File: config.mk
export PLATFORM = sky130hd
export DESIGN_NAME = eccgen_top
export DESIGN_NICKNAME = d
export VERILOG_FILES = /design/src/rtl/eccgen_pkg.sv /design/src/rtl/eccgen_ctrl.sv /design/src/rtl/eccgen_datapath.sv /design/src/rtl/eccgen_top.sv
export SDC_FILE = /design/constraint.sdc
export NUM_CORES = 1
export LEC_CHECK = 0
export ABC_AREA = 0
export CORE_MARGIN = 5
export CORE_UTILIZATION = 38
export CTS_CLUSTER_SIZE = 16
export DETAILED_ROUTE_END_ITERATION = 16
export MAX_ROUTING_LAYER = met4
export PLACE_DENSITY = 0.66
export SLEW_MARGIN = 5
export SYNTH_ARGS = -nofsm -noshare
export SYNTH_HDL_FRONTEND = slang
export SYNTH_SLANG_ARGS = --single-unit
File: constraint.sdc
create_clock -name clk -period 1.6 [get_ports clk]
set_input_delay 0.16 -clock clk [delete_from_list [all_inputs] [get_ports clk]]
set_output_delay 0.16 -clock clk [all_outputs]
set_load 0.02 [all_outputs]
File: src/rtl/eccgen_pkg.sv
package eccgen_pkg;
  // Strobes from the chunk control to the parity datapath.
  typedef struct packed {
    logic clear;     // restart everything
    logic accept;    // a byte takes part this cycle
    logic lastByte;  // accepted byte closes the chunk
  } eccStrobes_t;
endpackage

File: src/rtl/eccgen_ctrl.sv
module eccgen_ctrl
  import eccgen_pkg::*;
#(
  parameter int unsigned CHUNK_BYTES = 256,
  parameter int unsigned IDX_W = $clog2(CHUNK_BYTES)
) (
  input  logic             clk,
  input  logic             rstN,
  input  logic             eccEn,
  input  logic             eccClear,
  input  logic             byteValid,
  output eccStrobes_t      strobes,
  output logic [IDX_W-1:0] byteIdx
);
  localparam logic [IDX_W-1:0] LAST_IDX = IDX_W'(CHUNK_BYTES - 1);

  logic [IDX_W-1:0] idxQ;

  always_comb begin
    strobes.clear    = eccClear;
    strobes.accept   = byteValid & eccEn & ~eccClear;
    strobes.lastByte = strobes.accept & (idxQ == LAST_IDX);
  end

  always_ff @(posedge clk or negedge rstN) begin
    if (!rstN) begin
      idxQ <= '0;
    end else if (strobes.clear) begin
      idxQ <= '0;
    end else if (strobes.accept) begin
      idxQ <= strobes.lastByte ? '0 : idxQ + 1'b1;
    end
  end

  assign byteIdx = idxQ;
endmodule

File: src/rtl/eccgen_datapath.sv
module eccgen_datapath
  import eccgen_pkg::*;
#(
  parameter int unsigned DATA_W = 8,
  parameter int unsigned IDX_W = 8,
  parameter int unsigned REG_W = 32,
  parameter int unsigned STORED_W = 24
) (
  input  logic                clk,
  input  logic                rstN,
  input  eccStrobes_t         strobes,
  input  logic [IDX_W-1:0]    byteIdx,
  input  logic [DATA_W-1:0]   byteData,
  output logic [REG_W-1:0]    eccReg,
  output logic [STORED_W-1:0] storedCode,
  output logic                chunkDone
);
  localparam int unsigned BIT_IDX_W = $clog2(DATA_W);
  localparam int unsigned COL_W = 2 * BIT_IDX_W;
  localparam int unsigned LINE_W = 2 * IDX_W;
  localparam int unsigned PAR_W = COL_W + LINE_W;

  logic [COL_W-1:0]  colContrib;
  logic [LINE_W-1:0] lineContrib;
  logic [PAR_W-1:0]  accQ;
  logic [PAR_W-1:0]  accNext;
  logic              bytePar;

  assign bytePar = ^byteData;

  // Line pairs: byte parity steered by each bit of the chunk index.
  for (genvar gk = 0; gk < IDX_W; gk++) begin : g_line
    assign lineContrib[2*gk]   = bytePar & ~byteIdx[gk];
    assign lineContrib[2*gk+1] = bytePar &  byteIdx[gk];
  end

  // Column pairs: data bits split by each bit of their position in the byte.
  for (genvar gj = 0; gj < BIT_IDX_W; gj++) begin : g_col
    logic evenSum;
    logic oddSum;
    always_comb begin
      evenSum = 1'b0;
      oddSum  = 1'b0;
      for (int b = 0; b < DATA_W; b++) begin
        if (((b >> gj) & 1) != 0) oddSum = oddSum ^ byteData[b];
        else                      evenSum = evenSum ^ byteData[b];
      end
    end
    assign colContrib[2*gj]   = evenSum;
    assign colContrib[2*gj+1] = oddSum;
  end

  assign accNext = accQ ^ {lineContrib, colContrib};

  always_ff @(posedge clk or negedge rstN) begin
    if (!rstN) begin
      accQ      <= '0;
      eccReg    <= '0;
      chunkDone <= 1'b0;
    end else if (strobes.clear) begin
      accQ      <= '0;
      eccReg    <= '0;
      chunkDone <= 1'b0;
    end else if (strobes.lastByte) begin
      accQ      <= '0;
      eccReg    <= REG_W'(accNext);
      chunkDone <= 1'b1;
    end else begin
      if (strobes.accept) accQ <= accNext;
      chunkDone <= 1'b0;
    end
  end

  // Spare-area form: shift left two, invert, keep the low STORED_W bits.
  assign storedCode = ~{eccReg[STORED_W-3:0], 2'b00};
endmodule

File: src/rtl/eccgen_top.sv
module eccgen_top
  import eccgen_pkg::*;
#(
  parameter int unsigned CHUNK_BYTES = 256,
  parameter int unsigned DATA_W = 8,
  parameter int unsigned REG_W = 32,
  parameter int unsigned STORED_W = 24
) (
  input  logic                clk,
  input  logic                rstN,
  input  logic                eccEn,
  input  logic                eccClear,
  input  logic                byteValid,
  input  logic [DATA_W-1:0]   byteData,
  output logic [REG_W-1:0]    eccReg,
  output logic [STORED_W-1:0] storedCode,
  output logic                chunkDone
);
  localparam int unsigned IDX_W = $clog2(CHUNK_BYTES);

  eccStrobes_t      strobes;
  logic [IDX_W-1:0] byteIdx;

  eccgen_ctrl #(
    .CHUNK_BYTES(CHUNK_BYTES),
    .IDX_W(IDX_W)
  ) i_ctrl (
    .clk(clk),
    .rstN(rstN),
    .eccEn(eccEn),
    .eccClear(eccClear),
    .byteValid(byteValid),
    .strobes(strobes),
    .byteIdx(byteIdx)
  );

  eccgen_datapath #(
    .DATA_W(DATA_W),
    .IDX_W(IDX_W),
    .REG_W(REG_W),
    .STORED_W(STORED_W)
  ) i_datapath (
    .clk(clk),
    .rstN(rstN),
    .strobes(strobes),
    .byteIdx(byteIdx),
    .byteData(byteData),
    .eccReg(eccReg),
    .storedCode(storedCode),
    .chunkDone(chunkDone)
  );
endmodule

==> results.cfg <==
[status]
outcome = finished, violations left
violations = negative setup slack

[global_routing]
grt_pass1_vias = 2674
grt_max_degree = 54
overflow = 0
grt_usage_pct = 16.7
antenna_found_initial = 0
grt_pass1_wl_microns = 12800

[floorplanning]
core.rowCount = 32
pin_count = 70
die_w_microns = 98.0
die-area_sq_mm = 0.00960
core_area_sq_mm = 0.00765
start_util_pct = 38.5
chipHeight_microns = 98.0

[drt]
routedWlPerCell_microns = 14.9
via_count = 2744
drc = 0
ant_nets = 0
firstDrtPassIters = 5
vias_per_cell = 5.13
wirelength_microns = 7980
first_iter_violations = 124

[yosys]
synthCells = 329
synth_cell_types = 39
yosysSeqAreaShare_pct = 45.1
synth_top_area_share_pct = 45.1
synth_area_leader_cell = dfrtp_1
synth_most_common_cell = dfrtp_1
synthArstFlopShare_pct = 100
synth_area_leaders = dfrtp_1 45%, xnor2_1 5.4%, nand3_1 5.3%
mappedNetlistArea_sq_mm = 0.00294
ys_seq_elements = 53
postSynthAreaPerCell_sq_um = 8.94
ys.flop_type = dfrtp_1
synth-edff-count = 0
netlist_top_cells_count = 53 x dfrtp_1, 34 x inv_1, 31 x nand3_1
synth_warnings = 0

[final_layout]
fin_area_sq_mm = 0.00434
nets = 446
antenna_cells = 0
utilization_pct = 56.7
area_delta_synth_final_pct = 47.5
post_route_cells_drive_above_1_share_pct = 21.2
fillers = 669
final_cells = 535

[sta]
period_share_pct = 107
setup_viol = 22
min_period_ns = 1.70
fmax_mhz = 587
final-hold-violation-count = 0
slew_violations = 0
rsz0062_at_grt = true
hold_ws_ns = 0.383
setup_ws_ns = -0.104
clock_skew_ns = 0.00736

[placed_design]
place_ws_ns = -0.425
hpwl_microns = 5410
gp_congestion = 0.844
place_inst = 513
io_buffer_count = 57
postPlaceCellArea_sq_mm = 0.00393

[pwr]
p_leak_uw = 0.00192
ir_drop_v = 0.000448
powerDensity_mw_per_mm2 = 705

[clock_network]
clock_latency_ns = 0.31
cts_tree = done
cts-root-buf = clkbuf_8
clock_path_buffers = 2
cts_buffers = 5
clock_sinks = 53
path_clk_slew_ns = 0.09
htree_levels = 2

[worst_setup_path]
critical_path_class = reg2reg
critPathBufInv = 2
worstSetupEndpointType = flip-flop
start_kind = flip-flop
cp.required_ns = 1.79
slowest_stage = dfrtp_1
cpPeakStageDelay_ns = 0.41
crit_chain = ha_4, nand3_4, buf_6, nor4_4, buf_4, nor3_1, a31oi_1, nand3_1
crit_fanout = 5
arrival_ns = 1.89
cp_top_family = simple AND/OR/NAND/NOR gates

[run]
cap_viol_max_count = 0

[worst_hold_path]
min_path_type = in2async
## worst paths after layout
kind                                    start              endpoint  slack, ns  cells past startpoint
max                         i_ctrl.byteIdx[1]  i_datapath.eccReg[8]      -0.10                      8
min                                      rstN  i_datapath.eccReg[6]       0.38                      3
max reg2reg                 i_ctrl.byteIdx[1]  i_datapath.eccReg[8]      -0.10                      8
min reg2reg                i_datapath.accQ[2]    i_datapath.accQ[2]       0.50                      1
max in group asynchronous                rstN     i_ctrl.byteIdx[7]       0.98                      3
min in group clk           i_datapath.accQ[2]    i_datapath.accQ[2]       0.50                      1
## stage by stage
| step | TNS [ns] | power (uW) |
|---|---|---|
| after floorplan | -0.0835 | 1890 |
| after global placement | -9.82 | 2180 |
| after detailed placement | -11.47 | 2190 |
| after CTS | -1.19 | 2980 |
| after global routing | -4.43 | 3210 |
| final | -1.36 | 3060 |
## where the power goes
group          switching (uW)  total (uW)  leakage (uW)  internal (uW)
combinational             481         886       0.00114            406
sequential               50.4        1430      0.000734           1380
clock                     426         739     0.0000395            312
total                     957        3060       0.00192           2100
## layout make-up
| type | instances | area, sq um | share of cell area, % |
|---|---|---|---|
| Inverter | 34 | 128 | 2.94 |
| Tap cell | 102 | 128 | 2.94 |
| Clock buffer | 8 | 80.1 | 1.85 |
| Timing Repair Buffer | 121 | 1210 | 28.0 |
| Multi-Input combinational cell | 217 | 1460 | 33.7 |
| Sequential cell | 53 | 1330 | 30.6 |
## worst register-to-register path, stage by stage (launching register included)
cell and delay [ns]:
dfrtp_1 0.41, ha_4 0.17, nand3_4 0.09, buf_6 0.14
nor4_4 0.29, buf_4 0.21, nor3_1 0.05, a31oi_1 0.13
nand3_1 0.08
## cells by family after synthesis
family	after synthesis	share of synthesized area [%]
compound gates	67	14.9
xor+xnor	27	9.06
fa+ha+maj	1	0.425
other cells	2	0.255
buf+inv	69	11.4
simple gates	110	18.8
flops	53	45.1
## per-layer routing
| metal | wire length (microns) | vias to the layer above | share of wire, % | track usage (%) |
|---|---|---|---|---|
| met4 | 139 | 0 | 1.7 | 5.22 |
| met1 | 3360 | 1329 | 42 | 20.1 |
| li1 | - | 1313 | - | - |
| met3 | 432 | 11 | 5.4 | 2.93 |
| met5 | 0 | - | 0 | - |
| met2 | 4050 | 91 | 51 | 28.4 |
## sequential cells by signal, summed over array words and instances, names as in the netlist
signal,flops
i_datapath.accQ,22
i_datapath.eccReg,22
i_ctrl.byteIdx,8
i_datapath.chunkDone,1
## layout by cell type (no fill, tap or decap), types with 2 or more instances in the layout
master,instances
clkbuf_1,3
xor2_1,4
nand4_1,9
buf_2,2
o31ai_1,5
a21oi_1,3
nor3_1,6
a22oi_1,2
a31oi_1,4
buf_4,45
o21ai_1,14
dlymetal6s2s_1,8
nand3_1,25
xnor2_2,5
xnor2_1,15
nand2_1,25
buf_12,8
clkbuf_8,5
inv_1,34
nand3_2,5
o21ai_0,10
clkdlybuf4s50_1,45
conb_1,12
a21o_1,4
buf_6,7
or3_1,8
or4_1,3
dfrtp_1,53
dlygate4sd2_1,3
nor2_1,20
a32oi_1,8
o22ai_1,4
o211ai_1,8
## repair_timing
action | 4_1_cts | 5_1_grt
endpoints found under the setup margin | 44 | 47
setup buffers | 4 | 7
gates resized for setup | 17 | 28
endpoints found under the hold margin | 53 | 0
hold buffers | 1 | 0
gates cloned | 0 | 2
pin swaps | 6 | 8
Power figures use the tool's default switching activity.
